### src/rtl/irq_arb_pkg.sv
package irq_arb_pkg;
  localparam int unsigned NUM_LVL  = 4;
  localparam int unsigned LVL_W    = 2;
  localparam int unsigned LVL_BASE = 4;
  localparam int unsigned PRI_W    = 3;

  typedef logic [NUM_LVL-1:0] lvl_mask_t;
  typedef enum logic {ST_IDLE, ST_WAIT} arb_state_e;
endpackage

### src/rtl/irq_level_pick.sv
module irq_level_pick
  import irq_arb_pkg::*;
#(
  parameter int unsigned NUM_SLOTS = 4
) (
  input  logic [NUM_SLOTS-1:0]       dev_req_i,
  input  logic [NUM_SLOTS*LVL_W-1:0] dev_lvl_i,
  input  logic [PRI_W-1:0]           cpu_pri_i,
  output lvl_mask_t                  bus_req_o,
  output logic                       pick_valid_o,
  output lvl_mask_t                  pick_mask_o
);
  lvl_mask_t admit, cand;

  always_comb begin
    bus_req_o = '0;
    for (int i = 0; i < NUM_SLOTS; i++) begin
      if (dev_req_i[i]) bus_req_o[dev_lvl_i[i*LVL_W +: LVL_W]] = 1'b1;
    end
  end

  // strict compare against the current priority
  always_comb begin
    for (int c = 0; c < NUM_LVL; c++) begin
      admit[c] = (4'(c + LVL_BASE) > {1'b0, cpu_pri_i});
    end
  end

  assign cand = bus_req_o & admit;

  // highest admitted level wins
  always_comb begin
    pick_mask_o = '0;
    for (int c = 0; c < NUM_LVL; c++) begin
      if (cand[c]) pick_mask_o = lvl_mask_t'(1) << c;
    end
  end

  assign pick_valid_o = |cand;
endmodule

### src/rtl/irq_chain_slot.sv
module irq_chain_slot
  import irq_arb_pkg::*;
#(
  parameter int unsigned VEC_W = 8
) (
  input  lvl_mask_t        gnt_i,
  input  logic             req_i,
  input  logic [LVL_W-1:0] lvl_i,
  input  logic [VEC_W-1:0] vec_i,
  output lvl_mask_t        gnt_o,
  output logic             take_o,
  output logic [VEC_W-1:0] vec_o
);
  lvl_mask_t own;

  assign own    = req_i ? (lvl_mask_t'(1) << lvl_i) : '0;
  assign take_o = |(gnt_i & own);
  assign gnt_o  = gnt_i & ~own;
  assign vec_o  = take_o ? vec_i : '0;
endmodule

### src/rtl/irq_grant_fsm.sv
module irq_grant_fsm
  import irq_arb_pkg::*;
#(
  parameter int unsigned TIMEOUT_CYC = 16
) (
  input  logic      clk_i,
  input  logic      rst_ni,
  input  logic      pick_valid_i,
  input  lvl_mask_t pick_mask_i,
  input  logic      answer_i,
  input  logic      ack_i,
  output lvl_mask_t grant_o,
  output logic      timeout_o
);
  localparam int unsigned CNT_W = (TIMEOUT_CYC > 2) ? $clog2(TIMEOUT_CYC) : 1;
  localparam logic [CNT_W-1:0] CNT_LAST = CNT_W'(TIMEOUT_CYC - 1);

  arb_state_e       state_q;
  lvl_mask_t        grant_q;
  logic [CNT_W-1:0] cnt_q;
  logic             to_q;

  always_ff @(posedge clk_i or negedge rst_ni) begin
    if (!rst_ni) begin
      state_q <= ST_IDLE;
      grant_q <= '0;
      cnt_q   <= '0;
      to_q    <= 1'b0;
    end else begin
      to_q <= 1'b0;
      unique case (state_q)
        ST_IDLE: begin
          if (pick_valid_i) begin
            grant_q <= pick_mask_i;
            cnt_q   <= '0;
            state_q <= ST_WAIT;
          end
        end
        ST_WAIT: begin
          if (answer_i && ack_i) begin
            grant_q <= '0;
            state_q <= ST_IDLE;
          end else if (answer_i) begin
            cnt_q <= '0;
          end else if (cnt_q == CNT_LAST) begin
            grant_q <= '0;
            to_q    <= 1'b1;
            state_q <= ST_IDLE;
          end else begin
            cnt_q <= cnt_q + 1'b1;
          end
        end
        default: state_q <= ST_IDLE;
      endcase
    end
  end

  assign grant_o   = grant_q;
  assign timeout_o = to_q;
endmodule

### src/rtl/irq_chain_arbiter.sv
module irq_chain_arbiter
  import irq_arb_pkg::*;
#(
  parameter int unsigned NUM_SLOTS   = 4,
  parameter int unsigned VEC_W       = 8,
  parameter int unsigned TIMEOUT_CYC = 16,
  localparam int unsigned SLOT_W     = (NUM_SLOTS > 1) ? $clog2(NUM_SLOTS) : 1
) (
  input  logic                       clk_i,
  input  logic                       rst_ni,
  input  logic [2:0]                 cpu_pri_i,
  input  logic [NUM_SLOTS-1:0]       dev_req_i,
  input  logic [2*NUM_SLOTS-1:0]     dev_lvl_i,
  input  logic [VEC_W*NUM_SLOTS-1:0] dev_vec_i,
  input  logic                       vec_ack_i,
  output logic [3:0]                 bus_req_o,
  output logic [3:0]                 grant_o,
  output logic [NUM_SLOTS-1:0]       dev_gnt_o,
  output logic                       vec_valid_o,
  output logic [VEC_W-1:0]           vec_o,
  output logic [SLOT_W-1:0]          slot_o,
  output logic                       timeout_o
);
  lvl_mask_t        pick_mask, grant, bus_req;
  logic             pick_valid, answer;
  lvl_mask_t        chain_w [NUM_SLOTS+1];
  logic [VEC_W-1:0] vec_w   [NUM_SLOTS];
  logic [NUM_SLOTS-1:0] take;

  irq_level_pick #(.NUM_SLOTS(NUM_SLOTS)) u_pick (
    .dev_req_i   (dev_req_i),
    .dev_lvl_i   (dev_lvl_i),
    .cpu_pri_i   (cpu_pri_i),
    .bus_req_o   (bus_req),
    .pick_valid_o(pick_valid),
    .pick_mask_o (pick_mask)
  );

  assign chain_w[0] = grant;

  for (genvar i = 0; i < NUM_SLOTS; i++) begin : g_slot
    irq_chain_slot #(.VEC_W(VEC_W)) u_slot (
      .gnt_i (chain_w[i]),
      .req_i (dev_req_i[i]),
      .lvl_i (dev_lvl_i[i*LVL_W +: LVL_W]),
      .vec_i (dev_vec_i[i*VEC_W +: VEC_W]),
      .gnt_o (chain_w[i+1]),
      .take_o(take[i]),
      .vec_o (vec_w[i])
    );
  end

  // grant absorbed somewhere along the chain
  assign answer = |(grant & ~chain_w[NUM_SLOTS]);

  irq_grant_fsm #(.TIMEOUT_CYC(TIMEOUT_CYC)) u_fsm (
    .clk_i       (clk_i),
    .rst_ni      (rst_ni),
    .pick_valid_i(pick_valid),
    .pick_mask_i (pick_mask),
    .answer_i    (answer),
    .ack_i       (vec_ack_i),
    .grant_o     (grant),
    .timeout_o   (timeout_o)
  );

  always_comb begin
    vec_o  = '0;
    slot_o = '0;
    for (int i = 0; i < NUM_SLOTS; i++) begin
      vec_o = vec_o | vec_w[i];
      if (take[i]) slot_o = SLOT_W'(i);
    end
  end

  assign bus_req_o   = bus_req;
  assign grant_o     = grant;
  assign dev_gnt_o   = take;
  assign vec_valid_o = answer;
endmodule

### config.mk
export PLATFORM = sky130hd
export DESIGN_NAME = irq_chain_arbiter
export DESIGN_NICKNAME = d
export VERILOG_FILES = /design/src/rtl/irq_arb_pkg.sv /design/src/rtl/irq_level_pick.sv /design/src/rtl/irq_chain_slot.sv /design/src/rtl/irq_grant_fsm.sv /design/src/rtl/irq_chain_arbiter.sv
export SDC_FILE = /design/constraint.sdc
export NUM_CORES = 1
export LEC_CHECK = 0
export ABC_AREA = 1
export BUFFER_PORTS_ARGS = -buffer_cell sky130_fd_sc_hd__buf_2
export CAP_MARGIN = 20
export CORE_MARGIN = 5
export CORE_UTILIZATION = 40
export DETAILED_ROUTE_END_ITERATION = 10
export GPL_TIMING_DRIVEN = 0
export PLACE_DENSITY = 0.76
export SYNTH_ARGS = -nofsm -noshare
export SYNTH_HDL_FRONTEND = slang
export SYNTH_SLANG_ARGS = --single-unit
export TNS_END_PERCENT = 20
### constraint.sdc
create_clock -name clk_i -period 2.5 [get_ports clk_i]
set_clock_uncertainty 0.15 [all_clocks]
set_input_delay 0.5 -clock clk_i [delete_from_list [all_inputs] [get_ports clk_i]]
set_output_delay 0.5 -clock clk_i [all_outputs]
set_load 0.005 [all_outputs]
---- Yosys cells after proc, flatten, opt, wreduce, memory -nomap -nowiden ----
Cells that the tools add are included.
storage, ports and cells
  register bits ........................... 10
  latch bits .............................. 0
  memory bits (writable) .................. 0
  memory bits (read-only) ................. 0
  input port bits ......................... 50
  output and inout bits ................... 24
  memories ................................ 0
operators by class
  add/sub/neg operators ................... 1
  $mul .................................... 0
  divide/modulo/power cells ............... 0
  order comparisons ....................... 12
  eq/ne operators ......................... 6
  shift operators ......................... 4
  mux-type cells .......................... 46
  bitwise operators ....................... 22
  reductions and logical operators ........ 13
operator list
  kind                 number
  $mux 4               17
  $and 4x4->4          10
  $mux 8               4
  $or 8x8->8           3
  $reduce_or 4->1      6
  $not 4->4            5
  $pmux 4 s2           2
  $shl 1x2->4 const A  4
  $mux 1               14
  $gt 3x3->1 const A   4
  $lt 2x3->1 const B   4
  $or 4x4->4           3
  $demux 1 s2          4
  $ge 2x1->1 const B   4
  $mux 2               3
  $ne 3x3->1 const B   2
  $reduce_and 3->1     2
  $logic_and 1x1->1    5
  $add 4x1->4 const B  1
  $eq 4x4->1 const B   1
  $ne 2x2->1 const B   2
  $mux 3               1
  $ne 3x2->1 const B   1
  $pmux 1 s2           1
  $not 1->1            1

---- Logic depth before layout (Yosys ltp) ----
Gate-level depths: netlist of run 1.
  depth after elaboration ................. 18
  gate-level depth with buffers ........... 13

---- Modules after synthesis ----
From an unflattened synthesis of run 1, not the netlist that was laid out.
second synthesis, totals
  cell total of the unflattened synthesis .. 318
  area total of the unflattened synthesis .. 1,620.3 um^2
by module, submodules not included
  module             times used  cells an instance  area each (um^2)  seq. area each (um^2)
  irq_chain_slot     4           37                 165.2             0.0
  irq_grant_fsm      1           65                 519.2             250.2
  irq_level_pick     1           65                 284.0             0.0
  irq_chain_arbiter  1           40                 156.4             0.0

---- Worst setup path after synthesis of run 1 ----
No wires, ideal clock.
  path type ............................... in2out
  start point ............................. input dev_lvl_i[2]
  end point ............................... output vec_o[0]
  arrival ................................. 1,309 ps
  slack ................................... 541 ps
  stages on the path ...................... 8
  buffers on the path ..................... 0
  cell sequence ........................... inv_1 -> nand3_1 -> nand3_1 -> nor3b_1 -> a21oi_1 -> nand2_1 -> nand2_1 -> nand3_1
on the way
  cells in the longest elaborated chain, start to end .. 9
  elaborated cells on any way between the ends .. 17
RTL lines
  what                         line                     text
  from (decl)                  irq_chain_arbiter.sv:13  input logic [2*NUM_SLOTS-1:0] dev_lvl_i,
  $shl 1x2->4                  irq_chain_slot.sv:16     assign own = req_i ? (lvl_mask_t'(1) << lvl_i) : '0;
  $mux 4                       irq_chain_slot.sv:16
  $not 4->4                    irq_chain_slot.sv:18     assign gnt_o = gnt_i & ~own;
  $and 4x4->4 (2 in a row)     irq_chain_slot.sv:18
  $and 4x4->4                  irq_chain_slot.sv:17     assign take_o = |(gnt_i & own);
  $reduce_or 4->1              irq_chain_slot.sv:17
  via g_slot[3].u_slot.take_o  irq_chain_slot.sv:11     output logic take_o,
  $mux 8                       irq_chain_slot.sv:19     assign vec_o = take_o ? vec_i : '0;
  $or 8x8->8                   irq_chain_arbiter.sv:71  vec_o = vec_o | vec_w[i];
  to (decl)                    irq_chain_arbiter.sv:20  output logic [VEC_W-1:0] vec_o,
The timed path passes the listed nets, and every way through them passes these cells.

---- Worst setup path in the final report of run 1 ----
  start point ............................. input dev_lvl_i[2]
  end point ............................... output vec_o[6]
The elaborated chain is that of the path after synthesis.

==> flow_metrics.py, run 1 <==
metrics = {
    "timing": {
        "slew_headroom": 0.724,
        "max_freq_mhz": 426,
        "hold_viol_final": 0,
        "whs_ns": 0.383,
        "slew_violations": 0,
        "tns_ns": 0,
        "max_slew.worst_pin.slew_ns": 0.414,
        "final-setup-viol-count": 0,
        "finalCriticalPeriod_ns": 2.35,
        "period_share": 0.938,
    },
    "route": {
        "drt_iter0_drc": 65,
        "via_per_inst": 4.89,
        "dr_total_vias": 1467,
        "first_pass_iters": 4,
        "wire_per_inst_um": 11.8,
        "antenna_left": 0,
        "drc": 0,
        "wl_um": 3530,
    },
    "worst_hold_path": {
        "min_from": "u_fsm.grant_o[1]$_DFFE_PN0P_",
        "hp-class": "flip-flop to flip-flop",
    },
    "finish": {
        "layout_commonest_cell": "buf_2",
        "final_cell_mix": "buf_2 (73), nand2_1 (48), nand3_1 (29), nor2_1 (23), inv_1 (22)",
        "drive_gt1_frac": 0.412,
        "final_core_util": 0.559,
        "fin_area_um2": 1660,
        "syn_to_final_growth_pct": 37.8,
        "diodes": 0,
        "nNetsFinal": 320,
    },
    "cts": {
        "cts-root-buf": "clkbuf_4",
        "numClockSinks": 10,
        "cts_tree": "yes",
        "h-tree-depth": 1,
        "clockBufferDepth": 2,
        "clock_latency_ns": 0.26,
        "clkTransAtPathRegs_ns": 0.07,
        "postCtsSetupBuffers": 0,
        "numCtsBuffers": 3,
    },
    "grt": {
        "use_met2": 0.300,
        "use_met1": 0.218,
        "grt_util_met3": 0.0208,
        "grt_max_degree": 11,
        "top_usage_layer": "met2",
        "first_global_vias": 1398,
        "antenna_found_initial": 0,
        "overflow": 0,
        "grt_pass1_wl_um": 5880,
        "gr-usage-all-layers": 0.168,
    },
    "critical_path": {
        "cp-start-kind": "input port",
        "cp.arrival_ns": 1.70,
        "cp-end-kind": "primary output",
        "r2r-start": "u_fsm.cnt_q[0]$_DFFE_PN0P_",
        "cp.required_ns": 1.85,
        "cp_max_fo": 10,
        "critPathLaunch": "dev_lvl_i[2]",
        "worstSetupPathType": "input port to primary output",
    },
    "floorplanning": {
        "die_w_um": 64.9,
        "core_area_um2": 2980,
        "ios": 74,
        "initial_core_util": 0.405,
        "rows": 20,
        "die_area_um2": 4220,
        "die_h_um": 64.9,
    },
    "power_and_ir_drop": {
        "switchingPower_uw": 571,
        "pwr-share-clk": 0.095,
        "power_density_nw_per_um2": 702,
        "pwr-share-seq": 0.256,
        "power_uw": 1170,
        "power.share.combinational": 0.649,
        "swShare": 0.489,
        "irDropWorstVdd_v": 0.000522,
        "leakagePower_uw": 0.000981,
        "p_int_uw": 597,
    },
    "synthesis": {
        "syn_nets": 241,
        "avgSynthCellArea_um2": 6.35,
        "seq_area_frac_synth": 0.207,
        "syn_inst": 190,
        "ys.flop_type": "dfrtp_1",
        "synth_area_um2": 1210,
        "synth_edf_count": 0,
        "synth.distinct_cells": 28,
        "yosysWarnings": 0,
        "async_flop_share": 1.00,
        "postSynthRegisterBits": 10,
    },
    "status": {
        "status": "finished clean",
    },
    "placement": {
        "io_buffers": 73,
        "gp_congestion": 0.799,
        "hpwl_um": 3010,
        "placed_cell_area_um2": 1610,
    },
    "flow_run": {
        "max_cap_viol_count": 0,
    },
}
==> stage by stage <==
| step | std cells | worst slack (ns) |
|---|---|---|
| floorplan | 190 | 0.541 |
| global placement | 296 | 0.0922 |
| detailed placement | 296 | 0.0558 |
| CTS | 300 | 0.0551 |
| global route | 300 | -0.0162 |
| finish | 300 | 0.154 |
==> power by group through the flow <==
stage | logic (uW) | clock network [uW] | registers, uW
4_1_cts | 759 | 115 | 298
5_1_grt | 855 | 123 | 309
6_report | 758 | 111 | 299
3_3_place_gp | 739 | 0 | 299
2_1_floorplan | 507 | 0 | 286
3_5_place_dp | 751 | 0 | 301
==> critical path, stage by stage <==
cell and delay, ns:
buf_2 0.11, inv_1 0.04, nand3_1 0.17, nand3_1 0.13, nor3b_1 0.21, a21oi_1 0.08, nand2_2 0.18, nand2_1 0.08
nand3_1 0.09, buf_2 0.11
==> sequential cells by signal, indices dropped and copies added (netlist names) <==
signal,count
u_fsm.cnt_q,4
u_fsm.grant_o,4
u_fsm.state_q,1
u_fsm.timeout_o,1
==> cells in the mapped netlist, drive strengths merged, types with 2 or more instances <==
cell / n / area [um2]
nand2: 61 / 277
nand3: 34 / 203
nor3b: 3 / 22.5
a21oi: 5 / 28.8
buf: 4 / 30.0
nor2: 29 / 149
nand3b: 2 / 15.0
o21ai: 2 / 13.8
dfrtp: 10 / 250
inv: 24 / 90.1
a22oi: 8 / 60.1
==> final timing paths <==
| check | to | slack, ns | cells after the start |
|---|---|---|---|
| worst max-delay path | vec_o[6] | 0.15 | 10 |
| max in group asynchronous | u_fsm.state_q$_DFF_PN0_ | 1.52 | 2 |
| min in group asynchronous | u_fsm.cnt_q[0]$_DFFE_PN0P_ | 0.48 | 2 |
| worst min-delay path | u_fsm.grant_o[1]$_DFFE_PN0P_ | 0.38 | 2 |
| worst max register to register | u_fsm.cnt_q[1]$_DFFE_PN0P_ | 0.96 | 7 |
| worst min register to register | u_fsm.grant_o[1]$_DFFE_PN0P_ | 0.38 | 2 |
==> area by class of cell <==
| cell class | instances | area, um2 |
|---|---|---|
| Multi-Input combinational cell | 152 | 855 |
| Fill cell | 319 | 1310 |
| Sequential cell | 10 | 250 |
| Inverter | 24 | 90.1 |
| Clock buffer | 3 | 22.5 |
| Tap cell | 33 | 41.3 |
| Buffer | 4 | 30.0 |
| Timing Repair Buffer | 74 | 375 |
==> per-layer routing <==
layer,share of wire,routed length (um),up-vias
met5,0,0,-
met4,0.0025,9,0
met3,0.037,130,2
met2,0.53,1870,33
met1,0.43,1520,657
li1,-,-,775
==> cells by family (layout without fill, tap and decap cells) <==
logic type | after synthesis | in the layout | synth area share
compound gates | 18 | 18 | 0.108
buf+inv | 28 | 105 | 0.0995
flops | 10 | 10 | 0.207
xor+xnor | 2 | 2 | 0.0145
fa+ha+maj | 1 | 1 | 0.0104
simple gates | 131 | 131 | 0.561
==> timing repair <==
| action | 4_1_cts | 5_1_grt |
|---|---|---|
| endpoints found under the setup margin | 0 | 10 |
| hold endpoints to repair | 10 | 0 |
| gates resized for setup | 0 | 4 |
| hold buffers | 1 | 0 |
(Power assumes the default switching activity.)
==> run 2, diff against run 1 <==
REMOVE_ABC_BUFFERS = 1   (was unset)
==> flow_metrics.py, run 2 (synthesis gave the netlist of run 1 again) <==
metrics = {
    "placement": {
        "placed_cell_area_um2": 1580,
        "gp_congestion": 0.807,
        "io_buffers": 73,
        "hpwl_um": 2990,
    },
    "cts": {
        "clkTransAtPathRegs_ns": 0.06,
        "h-tree-depth": 1,
        "clockBufferDepth": 2,
        "postCtsSetupBuffers": 0,
        "cts-root-buf": "clkbuf_4",
        "cts_tree": "yes",
        "clock_latency_ns": 0.27,
        "numCtsBuffers": 3,
        "numClockSinks": 10,
    },
    "route": {
        "wire_per_inst_um": 12.4,
        "wl_um": 3680,
        "dr_total_vias": 1482,
        "drt_iter0_drc": 101,
        "antenna_left": 0,
        "drc": 0,
        "via_per_inst": 4.99,
        "first_pass_iters": 4,
    },
    "finish": {
        "layout_commonest_cell": "buf_2",
        "diodes": 0,
        "nNetsFinal": 317,
        "final-seq-area_um2": 250,
        "final_core_util": 0.554,
        "drive_gt1_frac": 0.413,
        "syn_to_final_growth_pct": 36.6,
        "multi_input_area_um2": 870,
        "fin_area_um2": 1650,
        "fillers": 308,
        "final_cell_mix": "buf_2 (73), nand2_1 (48), nand3_1 (29), nor2_1 (23), inv_1 (22)",
    },
    "critical_path": {
        "cp-end-kind": "primary output",
        "cp-start-kind": "input port",
        "cp_max_fo": 5,
        "cp.arrival_ns": 1.70,
        "cp.required_ns": 1.85,
        "worstSetupPathType": "input port to primary output",
    },
    "grt": {
        "grt_pass1_wl_um": 5790,
        "top_usage_layer": "met2",
        "first_global_vias": 1352,
        "grt_max_degree": 11,
        "use_met1": 0.213,
        "antenna_found_initial": 0,
        "overflow": 0,
        "use_met2": 0.284,
        "grt_util_met3": 0.0260,
        "gr-usage-all-layers": 0.169,
    },
    "timing": {
        "finalCriticalPeriod_ns": 2.35,
        "whs_ns": 0.380,
        "slew_violations": 0,
        "max_freq_mhz": 426,
        "rsz0062_at_grt": "no",
        "slew_headroom": 0.727,
        "tns_ns": 0,
        "max_slew.worst_pin.slew_ns": 0.410,
        "final-setup-viol-count": 0,
        "hold_viol_final": 0,
        "period_share": 0.939,
    },
    "power_and_ir_drop": {
        "power_uw": 1160,
        "irDropWorstVdd_v": 0.000591,
        "leakagePower_uw": 0.000969,
        "power_density_nw_per_um2": 706,
    },
    "floorplanning": {
        "die_area_um2": 4220,
        "core_area_um2": 2980,
        "ios": 74,
        "die_h_um": 64.9,
        "die_w_um": 64.9,
        "rows": 20,
        "initial_core_util": 0.405,
    },
    "worst_hold_path": {
        "hp-class": "flip-flop to flip-flop",
    },
    "flow_run": {
        "max_cap_viol_count": 0,
    },
    "status": {
        "status": "finished clean",
    },
}
-- run 2: stage by stage --
stage               setup WS, ns  cells
floorplan                  0.522    186
global placement           0.104    292
detailed placement         0.105    292
CTS                        0.101    296
global route             0.00156    297
finish                     0.152    297
-- run 2: path summary, 6_finish.rpt --
kind | from | to | slack, ns | cells after the start
worst max-delay path | dev_lvl_i[0] | vec_o[1] | 0.15 | 10
worst min-delay path | u_fsm.grant_o[1]$_DFFE_PN0P_ | u_fsm.grant_o[1]$_DFFE_PN0P_ | 0.38 | 2
worst max register to register | u_fsm.cnt_q[0]$_DFFE_PN0P_ | u_fsm.cnt_q[1]$_DFFE_PN0P_ | 0.97 | 7
worst min register to register | u_fsm.grant_o[1]$_DFFE_PN0P_ | u_fsm.grant_o[1]$_DFFE_PN0P_ | 0.38 | 2
max in group asynchronous | rst_ni | u_fsm.timeout_o$_DFF_PN0_ | 1.53 | 2
min in group asynchronous | rst_ni | u_fsm.cnt_q[0]$_DFFE_PN0P_ | 0.47 | 2
-- run 2: repair_timing --
item / 4_1_cts / 5_1_grt
resized for setup: 0 / 7
hold buffers: 1 / 0
endpoints found under the setup margin: 0 / 10
hold endpoints to repair: 10 / 0
-- run 2: critical path, cell delays in order --
cell     delay (ns)
buf_2          0.12
inv_1          0.09
nand3_2        0.13
nand3_1        0.12
nor3b_1        0.06
nor2_1         0.21
nand2_2        0.14
nand2_1        0.09
nand3_1        0.09
buf_2          0.14
-- run 2: layout make-up --
cell class              count  share of cell area
multi-input cells         153               0.527
clock buffers               3              0.0137
flip-flops and latches     10               0.152
inverters                  24              0.0546
repair buffers             74               0.228
well taps                  33              0.0250
-- run 2: power breakdown --
part	internal [uW]	total, uW	switching, uW	leakage, uW
Sequential	224	299	75.1	0.000130
Combinational	305	750	445	0.000825
Clock	55.8	114	58.6	0.0000138
-- run 2: routing by layer --
layer	routed length [um]	part of all wire
met1	1510	0.41
met2	1910	0.52
met3	236	0.064
met4	20	0.0054
met5	0	0
